$ cat src/rtl/gpio_port.sv
module gpio_port #(
  parameter int W = 8
) (
  input  logic         clk,
  input  logic         rst_n,
  input  logic [1:0]   addr,
  input  logic         wr_en,
  input  logic [W-1:0] wr_data,
  output logic [W-1:0] rd_data,
  input  logic         sleep,
  input  logic [W-1:0] pu_ovr_en,
  input  logic [W-1:0] pu_ovr_val,
  input  logic [W-1:0] dd_ovr_en,
  input  logic [W-1:0] dd_ovr_val,
  input  logic [W-1:0] pv_ovr_en,
  input  logic [W-1:0] pv_ovr_val,
  input  logic [W-1:0] tg_en,
  input  logic [W-1:0] di_ovr_en,
  input  logic [W-1:0] di_ovr_val,
  input  logic [W-1:0] pad_i,
  output logic [W-1:0] pad_oe,
  output logic [W-1:0] pad_o,
  output logic [W-1:0] pad_pu,
  output logic [W-1:0] alt_di
);
  localparam logic [1:0] A_DIR = 2'd0;
  localparam logic [1:0] A_OUT = 2'd1;
  localparam logic [1:0] A_IN  = 2'd2;
  localparam logic [1:0] A_CTL = 2'd3;

  logic [W-1:0] dir_q, out_q, sync1_q, sync2_q, in_en, gated;
  logic         pud_q;
  logic [1:0]   age_q;

  wire wr_dir = wr_en && (addr == A_DIR);
  wire wr_out = wr_en && (addr == A_OUT);
  wire wr_ctl = wr_en && (addr == A_CTL);

  always_ff @(posedge clk or negedge rst_n) begin
    if (!rst_n) begin
      dir_q   <= '0;
      out_q   <= '0;
      pud_q   <= 1'b0;
      sync1_q <= '0;
      sync2_q <= '0;
      age_q   <= '0;
    end else begin
      if (wr_dir) dir_q <= wr_data;
      if (wr_out) out_q <= wr_data;
      else        out_q <= out_q ^ tg_en;
      if (wr_ctl) pud_q <= wr_data[0];
      sync1_q <= gated;
      sync2_q <= sync1_q;
      if (age_q != 2'd2) age_q <= age_q + 2'd1;
    end
  end

  assign pad_pu = (pu_ovr_en & pu_ovr_val) | (~pu_ovr_en & ~dir_q & out_q & {W{~pud_q}});
  assign pad_oe = (dd_ovr_en & dd_ovr_val) | (~dd_ovr_en & dir_q);
  assign pad_o  = pad_oe & ((pv_ovr_en & pv_ovr_val) | (~pv_ovr_en & out_q));
  assign in_en  = (di_ovr_en & di_ovr_val) | (~di_ovr_en & {W{~sleep}});
  assign gated  = pad_i & in_en;
  assign alt_di = gated;

  always_comb begin
    case (addr)
      A_DIR:   rd_data = dir_q;
      A_OUT:   rd_data = out_q;
      A_IN:    rd_data = sync2_q;
      default: rd_data = {{(W-1){1'b0}}, pud_q};
    endcase
  end

  AST_RST_CLEAR: assert property (@(posedge clk) $rose(rst_n) |-> (dir_q == '0 && out_q == '0 && !pud_q));
  AST_SYNC_LAG: assert property (@(posedge clk) disable iff (!rst_n)
    (age_q == 2'd2) |-> (sync2_q == $past(gated, 2)));

  for (genvar i = 0; i < W; i++) begin : g_pin
    AST_TOGGLE_FLIP: assert property (@(posedge clk) disable iff (!rst_n)
      (tg_en[i] && !wr_out) |=> (out_q[i] != $past(out_q[i])));
    AST_PU_UNDRIVEN: assert property (@(posedge clk) disable iff (!rst_n)
      (!pu_ovr_en[i] && !dd_ovr_en[i] && pad_pu[i]) |-> !pad_oe[i]);
    AST_SLEEP_BLOCKS: assert property (@(posedge clk) disable iff (!rst_n)
      (sleep && !di_ovr_en[i]) |-> !alt_di[i]);
    AST_IDLE_LOW: assert property (@(posedge clk) disable iff (!rst_n)
      !pad_oe[i] |-> !pad_o[i]);
  end
endmodule

$ cat config.mk
export PLATFORM = sky130hd
export DESIGN_NAME = gpio_port
export DESIGN_NICKNAME = d
export VERILOG_FILES = /design/src/rtl/gpio_port.sv
export SDC_FILE = /design/constraint.sdc
export NUM_CORES = 1
export LEC_CHECK = 0
export BUFFER_PORTS_ARGS = -buffer_cell sky130_fd_sc_hd__buf_2
export CORE_MARGIN = 8
export CORE_UTILIZATION = 43
export CTS_CLUSTER_DIAMETER = 30
export CTS_CLUSTER_SIZE = 8
export DETAILED_ROUTE_END_ITERATION = 6
export PLACE_DENSITY = 0.85
export SLEW_MARGIN = 20
export SYNTH_ARGS = -nofsm -noshare
export SYNTH_HDL_FRONTEND = slang
export SYNTH_SLANG_ARGS = --single-unit
$ cat constraint.sdc
create_clock -name clk -period 2.3 [get_ports clk]
set_input_delay 0.23 -clock clk [delete_from_list [all_inputs] [get_ports clk]]
set_output_delay 0.23 -clock clk [all_outputs]
set_load 0.05 [all_outputs]
Yosys cells after proc, flatten, opt, wreduce, memory -nomap -nowiden. Cells that the tools add are included.

Equal/unequal tests: 3. Muxes and demuxes: 2. Bitwise operators: 24. Reductions and logical operators: 4.

Operators with widths (number): 8-bit AND (12); 8-bit inverter (5); 8-bit bitwise OR (4); 8-bit one-hot mux with 3 select lines (1); 8-bit 2-to-1 mux (1); 8-bit XOR (1); 2-bit equality test, second input constant (2); 1-bit logical AND (3); 2-bit by 1-bit equality test with 1-bit output, second input constant (1); 2-bit logical NOT (1); 1-bit inverter (2).

Register bits after elaboration: 33. Bits of input ports: 94.

Logic depth before layout (Yosys ltp). Gate-level depths: netlist of the first run.

Depth after elaboration: 5. Gate-level depth with buffers: 4. Mapped depth without buffers: 2.

Worst setup path after synthesis of the first run. No wires, ideal clock.

Kind: register to output. From: reg pud_q. To: out pad_pu[4]. Arrival: 2238 ps. Slack: -168 ps. Cell stages (with the launch flop): 3. Path buffers: 1. Cell sequence: dfrtp_1 -> clkbuf_1 -> o41ai_1.

Cells in the longest elaborated chain, start to end: 3.

Ends and longest elaborated chain: from (decl) (RTL line 32) `logic pud_q;`; from (signal assigned) (RTL line 51) `if (wr_ctl) pud_q <= wr_data[0];`; 1-bit inverter (RTL line 58) `assign pad_pu = (pu_ovr_en & pu_ovr_val) | (~pu_ovr_en & ~dir_q & out_q & {W{~pud_q}});`; 8-bit AND (RTL line 58); 8-bit bitwise OR (RTL line 58); to (decl) (RTL line 23) `output logic [W-1:0] pad_pu,`.

No other way between the ends.

Worst setup path after layout of the first run.
From: reg pud_q. To: out pad_pu[7].

The elaborated chain is that of the path after synthesis.

==> results of run 1 <==
layout make-up:
cell class | count | area, um^2
Clock buffer | 6 | 82.6
Clock inverter | 2 | 37.5
Fill cell | 332 | 1390
Inverter | 8 | 30.0
Multi-Input combinational cell | 108 | 936
Sequential cell | 33 | 826
Tap cell | 50 | 62.6
Timing Repair Buffer | 133 | 666
flip-flops by register name, summed over array words and instances (netlist names):
name     cells
out_q        8
dir_q        8
sync1_q      8
pud_q        1
sync2_q      8
critical path, cell delays in order, from the launching register on:
cell and delay (ns):
dfrtp_1 0.54, o41ai_1 0.44, buf_2 0.33
power by group through the flow:
stage	combinational, mW	clock [mW]	sequential [mW]
2_1_floorplan	0.766	0	0.797
3_3_place_gp	0.988	0	0.848
3_5_place_dp	1.01	0	0.847
4_1_cts	1.02	0.565	0.837
5_1_grt	1.08	0.600	0.856
6_report	1.01	0.554	0.834
kinds of logic (layout without fill, tap and decap cells):
family	count (synthesis)	after routing	synth area share (%)
mux	41	41	25.5
compound gates	23	23	10.5
simple gates	36	36	11.6
flops	33	33	45.4
xor+xnor	8	8	3.85
buf+inv	12	149	3.10
metrics by stage:
| stage | cell area (um^2) | setup slack, ns | hold slack (ns) | util (%) | TNS, ns |
|---|---|---|---|---|---|
| after global placement | 2520 | 0.635 | 0.313 | 62.5 | 0 |
| after floorplan | 1820 | -0.168 | -0.0656 | - | -1.16 |
| after detailed placement | 2520 | 0.624 | 0.318 | 62.5 | 0 |
| after global routing | 2640 | 0.392 | 0.0622 | 65.5 | 0 |
| after CTS | 2640 | 0.491 | 0.0220 | 65.5 | 0 |
| final | 2640 | 0.485 | 0.00329 | 65.5 | 0 |
Yosys cell counts:
master	n
dfrtp_1	33
buf_4	1
mux2_2	33
inv_1	8
o2bb2ai_1	7
clkbuf_1	2
o41ai_1	8
nor2b_1	1
nand3_1	1
a21boi_0	8
mux2i_1	7
and2_1	8
nand3b_4	1
buf_6	1
nand2_1	16
or2_2	8
nor3b_4	1
mux4_2	1
xor2_1	8
per-layer routing:
metal | vias to the layer above | GRT usage [%] | wire, um
met2 | 79 | 28.0 | 2590
li1 | 822 | - | -
met5 | - | 0 | 0
met4 | 0 | 4.11 | 58
met3 | 4 | 5.96 | 556
met1 | 763 | 18.2 | 2050
worst paths after layout:
kind / start / cells past startpoint / slack, ns / endpoint
max: pud_q / 2 / 0.48 / pad_pu[7]
min: rst_n / 1 / 0.003 / sync1_q[0]
max reg2reg: out_q[2] / 2 / 1.30 / out_q[2]
min reg2reg: sync1_q[7] / 0 / 0.35 / sync2_q[7]
max in group asynchronous: rst_n / 1 / 1.84 / out_q[3]
min in group clk: wr_data[6] / 2 / 0.20 / dir_q[6]
==> out/results.env, run 1 <==
POWER.SHARE.SEQUENTIAL_PCT=34.8
DESIGN_POWER_TOTAL_mW=2.40
WORST_SLEW_PIN_SLEW_NS=0.710
VIAS=1668
INTERNAL_POWER_mW=1.42
DPL.HPWL_UM=4400
GRT_FIRST_PASS_WIRELENGTH_UM=8360
STATUS='finished clean'
CRITICAL_PATH_CLASS='flop to output port'
SYNTH_AREA_PER_CELL_UM2=11.9
CTS_MAX_PATH_BUFFERS=2
MAX_CAP_VIOL_COUNT=0
IOPINCOUNT=134
TIMING.FINAL.HOLD_VIOLATIONS=0
YS_TOP_CELLS_BY_AREA='dfrtp_1 45%, mux2_2 20%, mux2i_1 3.9%'
TIMING.CRITICAL_PATH.ARRIVAL_NS=1.59
CRITPATHCAPTURETYPE='output port'
SYN-INSTANCE-COUNT=153
NNETSFINAL=383
IO_BUFFERS=133
WORSTPATHMAXFANOUT=10
POWER_FRAC_COMB_PCT=42.0
YS_SEQ_AREA_SHARE_PCT=45.4
FIN_WORST_SKEW_NS=0.00520
SYNTH_TOP_CELL_BY_AREA='dfrtp_1'
DIE_AREA_MM2=0.00656
VDD.IR_DROP.WORST_V=0.000637
DRCVIOLATIONCOUNT=0
YOSYSWARNINGCOUNT=0
NUMBER_OF_DISTINCT_LIBRARY_CELLS_AFTER_SYNTHESIS=19
DESIGN.CORE.AREA_MM2=0.00403
POWER-PER-CELL-AREA_mW_PER_MM2=907
DRT.ANTENNA.VIOLATING_NETS=0
DIE_HEIGHT_UM=81.0
FINAL_ANTENNA_DIODE_COUNT=0
SETUP_VIOL=0
FINALMAXSLEWVIOLATIONS=0
DR.PASS1.ITERS=4
CTSRESIZECOUNT=0
SYN-NUM-NETS=247
ROUTED_VIA_DENSITY=4.91
MOSTFREQUENTLAYOUTCELL='buf_2'
GRT_ANTENNA_BEFORE_REPAIR=0
GRTUSAGETOTAL_PCT=16.1
SYNTH_TOP_AREA_SHARE_PCT=45.4
MOSTFREQUENTLAYOUTCELLS='133 x buf_2, 33 x mux2_2, 33 x dfrtp_1'
GRT_SETUP_UNREPAIRED='false'
LAYOUT-DRIVE-GT1-SHARE_PCT=63.8
GRT_MAX_DEGREE=34
NUMPLACEDINSTANCES=332
SWSHARE_PCT=40.6
CP_REQUIRED_NS=2.07
INITIALDRTVIOLATIONCOUNT=25
AVGROUTEDWIREPERCELL_UM=15.4
PATH_CLK_SLEW_NS=0.07
FINAL_PERIOD_DEMAND_OF_THE_WORST_PATH_NS=1.82
CTSROOTBUFFERMASTER='clkbuf_8'
NETSWITCHINGPOWER_mW=0.973
POST_SYNTH_INSTANCE_AREA_MM2=0.00182
PLACE_CONGESTION=0.721
START_UTIL_PCT=45.1
HOLD_WC_PATH_TYPE='input port to asynchronous set/reset pin'
MAX_SLEW_MARGIN_PCT=52.6
CLOCK_INSERTION_DELAY_WORST_SKEW_NS=0.27
STDCELL_COUNT=340
DRT_WL_TOTAL_UM=5250
MAX_FREQ_MHz=551
PLACEMENTROWS=23
FP.DIEW_UM=81.0
YS_FF_LATCH=33
AREA_GROWTH_SYN_TO_LAYOUT_PCT=45.2
CTS.SINKS=33
HOLDBUFCOUNTCTS=0
GRT-OVFL-TOTAL=0
TRITONCTS_CLOCK_TREE='built'
FINALCRITPERIODSHARE_PCT=78.9
CTS_SETUP_BUFFERS=0
CLOCK_POWER_SHARE_PCT=23.1
VIAS_IN_THE_FIRST_GLOBAL_ROUTE=1855
CTS_HTREE_LEVELS=2
TOTAL_CLOCK_BUFFERS_CREATED_BY_CTS=5
LEAKAGEPOWER_nW=1.41
CRIT_PATH_START_KIND='flop'
Note: power is estimated with default switching activity, not from simulation.
==> inputs of run 2 (changes only) <==
Settings changed: CORE_UTILIZATION 43 to 40, PLACE_DENSITY 0.85 to 0.8.
Clock period 2.3 ns to 1.8 ns, I/O delays scaled along.
==> out/results.env, run 2 (same netlist as run 1, synthesis figures left out) <==
FIN_WORST_SKEW_NS=0.000292
DRCVIOLATIONCOUNT=0
MOSTFREQUENTLAYOUTCELLS='133 x buf_2, 33 x mux2_2, 33 x dfrtp_1'
CRITPATHCAPTURETYPE='output port'
CRIT_START='pud_q'
AREA_GROWTH_SYN_TO_LAYOUT_PCT=45.7
DRT.ANTENNA.VIOLATING_NETS=0
FINALCRITPERIODSHARE_PCT=95.9
HOLDBUFCOUNTCTS=1
CTS_HTREE_LEVELS=2
MOSTFREQUENTLAYOUTCELL='buf_2'
CLOCK_INSERTION_DELAY_WORST_SKEW_NS=0.28
DRT_WL_TOTAL_UM=5190
CP_TOP_FAMILY='multiplexers'
GRT-OVFL-TOTAL=0
PLACE_CONGESTION=0.718
VIAS=1652
CTSROOTBUFFERMASTER='clkbuf_8'
CTS_MAX_PATH_BUFFERS=2
DIE_AREA_MM2=0.00696
MAX_FREQ_MHz=579
GRT_ANTENNA_BEFORE_REPAIR=0
ROUTED_VIA_DENSITY=4.82
FINAL_ANTENNA_DIODE_COUNT=0
CP_REQUIRED_NS=1.62
LAYOUT-DRIVE-GT1-SHARE_PCT=63.2
WORST_SLEW_PIN_SLEW_NS=0.707
MAX_CAP_VIOL_COUNT=0
FP.DIEW_UM=83.4
VIAS_IN_THE_FIRST_GLOBAL_ROUTE=1861
PATH_CLK_SLEW_NS=0.07
START_UTIL_PCT=41.8
CTS_SETUP_BUFFERS=0
WORSTPATHMAXFANOUT=10
INITIALDRTVIOLATIONCOUNT=38
IOPINCOUNT=134
CRIT_PATH_MAX_INCR_DELAY_NS=0.53
DR.PASS1.ITERS=3
NNETSFINAL=384
DESIGN_POWER_TOTAL_mW=3.04
CRIT_PATH_START_KIND='flop'
AVGROUTEDWIREPERCELL_UM=15.1
CRITICAL_PATH_CLASS='flop to output port'
TIMING.CRITICAL_PATH.ARRIVAL_NS=1.55
STATUS='finished clean'
CRITICAL_PATH.CELL_CHAIN='mux4_2 > buf_2'
CTSRESIZECOUNT=0
R2R-START='out_q[4]'
POWER-PER-CELL-AREA_mW_PER_MM2=1150
PLACEMENTROWS=24
TOTAL_CLOCK_BUFFERS_CREATED_BY_CTS=5
FINALMAXSLEWVIOLATIONS=0
GRT_MAX_DEGREE=34
GRTUSAGETOTAL_PCT=14.7
CRIT_PATH_TOP_DELAY_CELL='mux4_2'
GRT_SETUP_UNREPAIRED='false'
TRITONCTS_CLOCK_TREE='built'
MAX_SLEW_MARGIN_PCT=52.9
CRITPATHBUFINV=1
STDCELL_COUNT=343
GRT_FIRST_PASS_WIRELENGTH_UM=8550
SETUP_VIOL=0
DESIGN.CORE.AREA_MM2=0.00435
HOLD_WC_PATH_TYPE='input port to flop'
VDD.IR_DROP.WORST_V=0.000549
LEAKAGEPOWER_nW=1.42
R2R_SETUP_SLACK_NS=0.83
FIN_TNS_SETUP_NS=0
FINAL_PERIOD_DEMAND_OF_THE_WORST_PATH_NS=1.73
IO_BUFFERS=133
CTS.SINKS=33
DPL.HPWL_UM=4360
NUMPLACEDINSTANCES=334
MIN-DELAY-START='wr_data[2]'
TIMING.FINAL.HOLD_VIOLATIONS=0
DIE_HEIGHT_UM=83.4
==> run 2: cell types whose count changed in the layout (fill, tap and decap cells not counted) <==
cell / delta
a21boi_1: +8
clkbuf_1: +1
a21boi_0: -8
clkinvlp_4: -1
dlygate4sd3_1: +1
==> run 2: routing by layer <==
layer	GRT usage [%]	wire length [um]
met1	14.6	1910
met3	7.71	544
met2	26.3	2700
met4	3.30	34
met5	0	0
==> run 2: through the flow <==
step	setup WS [ns]	hold slack (ns)	cell area, um^2	utilization, %
6_report	0.0735	0.141	2650	60.8
5_1_grt	0.0000855	0.133	2650	60.8
4_1_cts	0.0423	0.138	2650	60.8
3_5_place_dp	0.252	0.278	2520	57.9
3_3_place_gp	0.231	0.264	2520	57.9
2_1_floorplan	-0.618	-0.116	1820	-
==> run 2: worst register-to-register path, delay by kind of cell (launching register included) <==
family        cells  cell delay [ns]
XOR/XNOR          1             0.17
multiplexers      1             0.26
flip-flops        1             0.42
==> run 2: where the power goes <==
group / switching, mW / internal (mW) / leakage, nW / total [mW]
clock: 0.245 / 0.451 / 0.0585 / 0.696
sequential: 0.178 / 0.894 / 0.408 / 1.07
combinational: 0.797 / 0.475 / 0.957 / 1.27
total: 1.22 / 1.82 / 1.42 / 3.04
==> run 2: final timing paths <==
check / to / depth (start not counted)
worst max-delay path: rd_data[0] / 2
worst min-delay path: out_q[2] / 2
worst max register to register: out_q[4] / 2
worst min register to register: sync2_q[7] / 0
max in group asynchronous: out_q[5] / 2
min in group asynchronous: sync1_q[4] / 2
==> run 2: layout make-up <==
type / count / area [um^2]
clock buffers: 7 / 86.3
clock inverters: 1 / 30.0
fillers: 354 / 1710
inverters: 8 / 30.0
multi-input cells: 108 / 936
flip-flops and latches: 33 / 826
well taps: 52 / 65.1
repair buffers: 134 / 676
==> inputs of run 3 (changes only) <==
Settings changed: ABC_AREA from default to 1, CORE_UTILIZATION 40 to 43, PLACE_DENSITY 0.8 to 0.83, RECOVER_POWER from default to 50.
Clock period 1.8 ns to 2.2 ns, I/O delays scaled along.
==> out/results.env, run 3 <==
CP_REQUIRED_NS=1.98
MAX_FREQ_MHz=638
SYNTH_AREA_PER_CELL_UM2=6.88
STATUS='finished with violations'
DESIGN.CORE.AREA_MM2=0.00432
START_UTIL_PCT=44.2
WORST_SLEW_PIN_SLEW_NS=1.67
MAX_CAP_VIOL_COUNT=1
TRITONCTS_CLOCK_TREE='built'
CTS_HTREE_LEVELS=2
SYNTH-EDFF-COUNT=0
MOSTFREQUENTLAYOUTCELLS='131 x buf_2, 113 x nand2_1, 43 x inv_1'
FINALMAXSLEWVIOLATIONS=34
SYNTH_TOP_AREA_SHARE_PCT=43.2
INITIALDRTVIOLATIONCOUNT=98
FP.DIEW_UM=82.7
DRCVIOLATIONCOUNT=0
DRT.ANTENNA.VIOLATING_NETS=0
FIN_WORST_SKEW_NS=0.000550
ASYNCSETRESETFLOPFRACSYNTH_PCT=100
CTSROOTBUFFERMASTER='clkbuf_8'
LAYOUT-DRIVE-GT1-SHARE_PCT=37.2
YS_FF_LATCH=33
IO_BUFFERS=133
SYNTH_FF_TYPE='dfrtp_1'
CRITPATHCAPTURETYPE='output port'
FAILING_CHECKS='max-capacitance violations, max-slew violations'
DPL.HPWL_UM=4700
AREA_GROWTH_SYN_TO_LAYOUT_PCT=42.3
GRT_ANTENNA_BEFORE_REPAIR=0
FINALCRITPERIODSHARE_PCT=71.2
POST_SYNTH_INSTANCE_AREA_MM2=0.00191
IOPINCOUNT=134
ROUTED_VIA_DENSITY=4.62
FINAL_ANTENNA_DIODE_COUNT=0
HOLDBUFCOUNTCTS=0
TOTAL_CLOCK_BUFFERS_CREATED_BY_CTS=5
SYNTH_TOP_CELL_BY_AREA='dfrtp_1'
PATH_CLK_SLEW_NS=0.07
FINAL_PERIOD_DEMAND_OF_THE_WORST_PATH_NS=1.57
POWER-PER-CELL-AREA_mW_PER_MM2=738
CRIT_PATH_START_KIND='flop'
GRT_FIRST_PASS_WIRELENGTH_UM=9050
YS_SEQ_AREA_SHARE_PCT=43.2
CP_TOP_FAMILY='buffers and inverters'
CTSRESIZECOUNT=0
GRT-OVFL-TOTAL=0
LEAKAGEPOWER_nW=1.71
DRT_WL_TOTAL_UM=5670
HOLD_SLACK_NS=0.131
CRITICAL_PATH.CELL_CHAIN='inv_2 > nand3_1 > o21ai_1 > buf_2'
TIMING.FINAL.HOLD_VIOLATIONS=0
DIE_AREA_MM2=0.00684
CTS.SINKS=33
WORSTPATHMAXFANOUT=8
VIAS=2167
HOLD_WC_PATH_TYPE='input port to flop'
DIE_HEIGHT_UM=82.7
CRITPATHBUFINV=2
MOSTFREQUENTLAYOUTCELL='buf_2'
PLACEMENTROWS=24
FINAL_CELL_AREA_MM2=0.00272
CRITICAL_PATH_CLASS='flop to output port'
PLACE_CONGESTION=0.774
YOSYSWARNINGCOUNT=0
CTS_SETUP_BUFFERS=0
NETLIST_TOP_CELLS_COUNT='113 x nand2_1, 42 x inv_1, 33 x dfrtp_1, 30 x o21ai_1, 26 x nand3_1'
CRIT_PATH_TOP_DELAY_CELL='dfrtp_1'
YS_TOP_CELLS_BY_AREA='dfrtp_1 43%, nand2_1 22%, inv_1 8.2%'
TIMING.CRITICAL_PATH.ARRIVAL_NS=1.35
FIN_TNS_SETUP_NS=0
MAX_SLEW_MARGIN_PCT=-11.0
GRTUSAGETOTAL_PCT=16.7
SYN-NUM-NETS=372
SYNTH_MOST_COMMON_CELL='nand2_1'
AVGROUTEDWIREPERCELL_UM=12.1
POSTPLACECELLAREA_MM2=0.00262
SETUP_VIOL=0
NNETSFINAL=510
NUMBER_OF_DISTINCT_LIBRARY_CELLS_AFTER_SYNTHESIS=18
CTS_MAX_PATH_BUFFERS=2
CLOCK_INSERTION_DELAY_WORST_SKEW_NS=0.28
VDD.IR_DROP.WORST_V=0.000493
DR.PASS1.ITERS=4
SYN-INSTANCE-COUNT=278
VIAS_IN_THE_FIRST_GLOBAL_ROUTE=2187
CRIT_PATH_MAX_INCR_DELAY_NS=0.41
GRT_SETUP_UNREPAIRED='false'
GRT_MAX_DEGREE=34
run 3: changes by cell type after synthesis, sizes merged, moves of 7 or more:
cell,change
inv,+38
mux2,-33
or2,-8
xor2,-8
a21oi,+8
o2bb2ai,-7
nand2,+108
and2,-8
a21boi,-8
o41ai,-8
o21ai,+31
mux2i,-7
nand3,+25
run 3: cell type report:
| cell class | count | area, um^2 |
|---|---|---|
| clock inverters | 2 | 37.5 |
| clock buffers | 6 | 82.6 |
| flip-flops and latches | 33 | 826 |
| multi-input cells | 196 | 867 |
| fillers | 395 | 1600 |
| well taps | 52 | 65.1 |
| repair buffers | 133 | 663 |
| inverters | 47 | 181 |
run 3: report_power, final:
part	total (mW)	internal, mW	leakage [nW]	switching, mW
logic	0.697	0.201	1.24	0.496
registers	0.732	0.677	0.413	0.0557
clock network	0.580	0.368	0.0574	0.212
total	2.01	1.25	1.71	0.764
run 3: logic make-up after synthesis:
group           synth area share (%)
flops                           43.2
compound gates                  10.2
buf+inv                         10.7
simple gates                    36.0
run 3: path summary, 6_finish.rpt:
kind                         startpoint  slack, ns          to  cells after the start
max                               pud_q       0.63   pad_pu[1]                      4
min                        di_ovr_en[4]       0.13  sync1_q[4]                      2
max reg2reg                    out_q[6]       1.40    out_q[6]                      5
min reg2reg                  sync1_q[4]       0.35  sync2_q[4]                      0
max in group asynchronous         rst_n       0.87    dir_q[1]                      1
min in group asynchronous         rst_n       0.37    out_q[0]                      1
run 3: per-stage QoR:
step | utilization [%] | worst slack, ns | std cells | power (mW)
5_1_grt | 63.0 | 0.490 | 469 | 2.13
6_report | 63.0 | 0.633 | 469 | 2.01
2_1_floorplan | - | 0.396 | 278 | 1.23
3_5_place_dp | 60.6 | 0.800 | 461 | 1.45
3_3_place_gp | 60.6 | 0.807 | 461 | 1.44
4_1_cts | 63.4 | 0.603 | 469 | 2.04
run 3: layer usage:
layer,global-route usage (%),wire [um]
met4,5.00,46
met5,0,0
met2,30.9,2840
met3,5.63,675
met1,17.3,2120
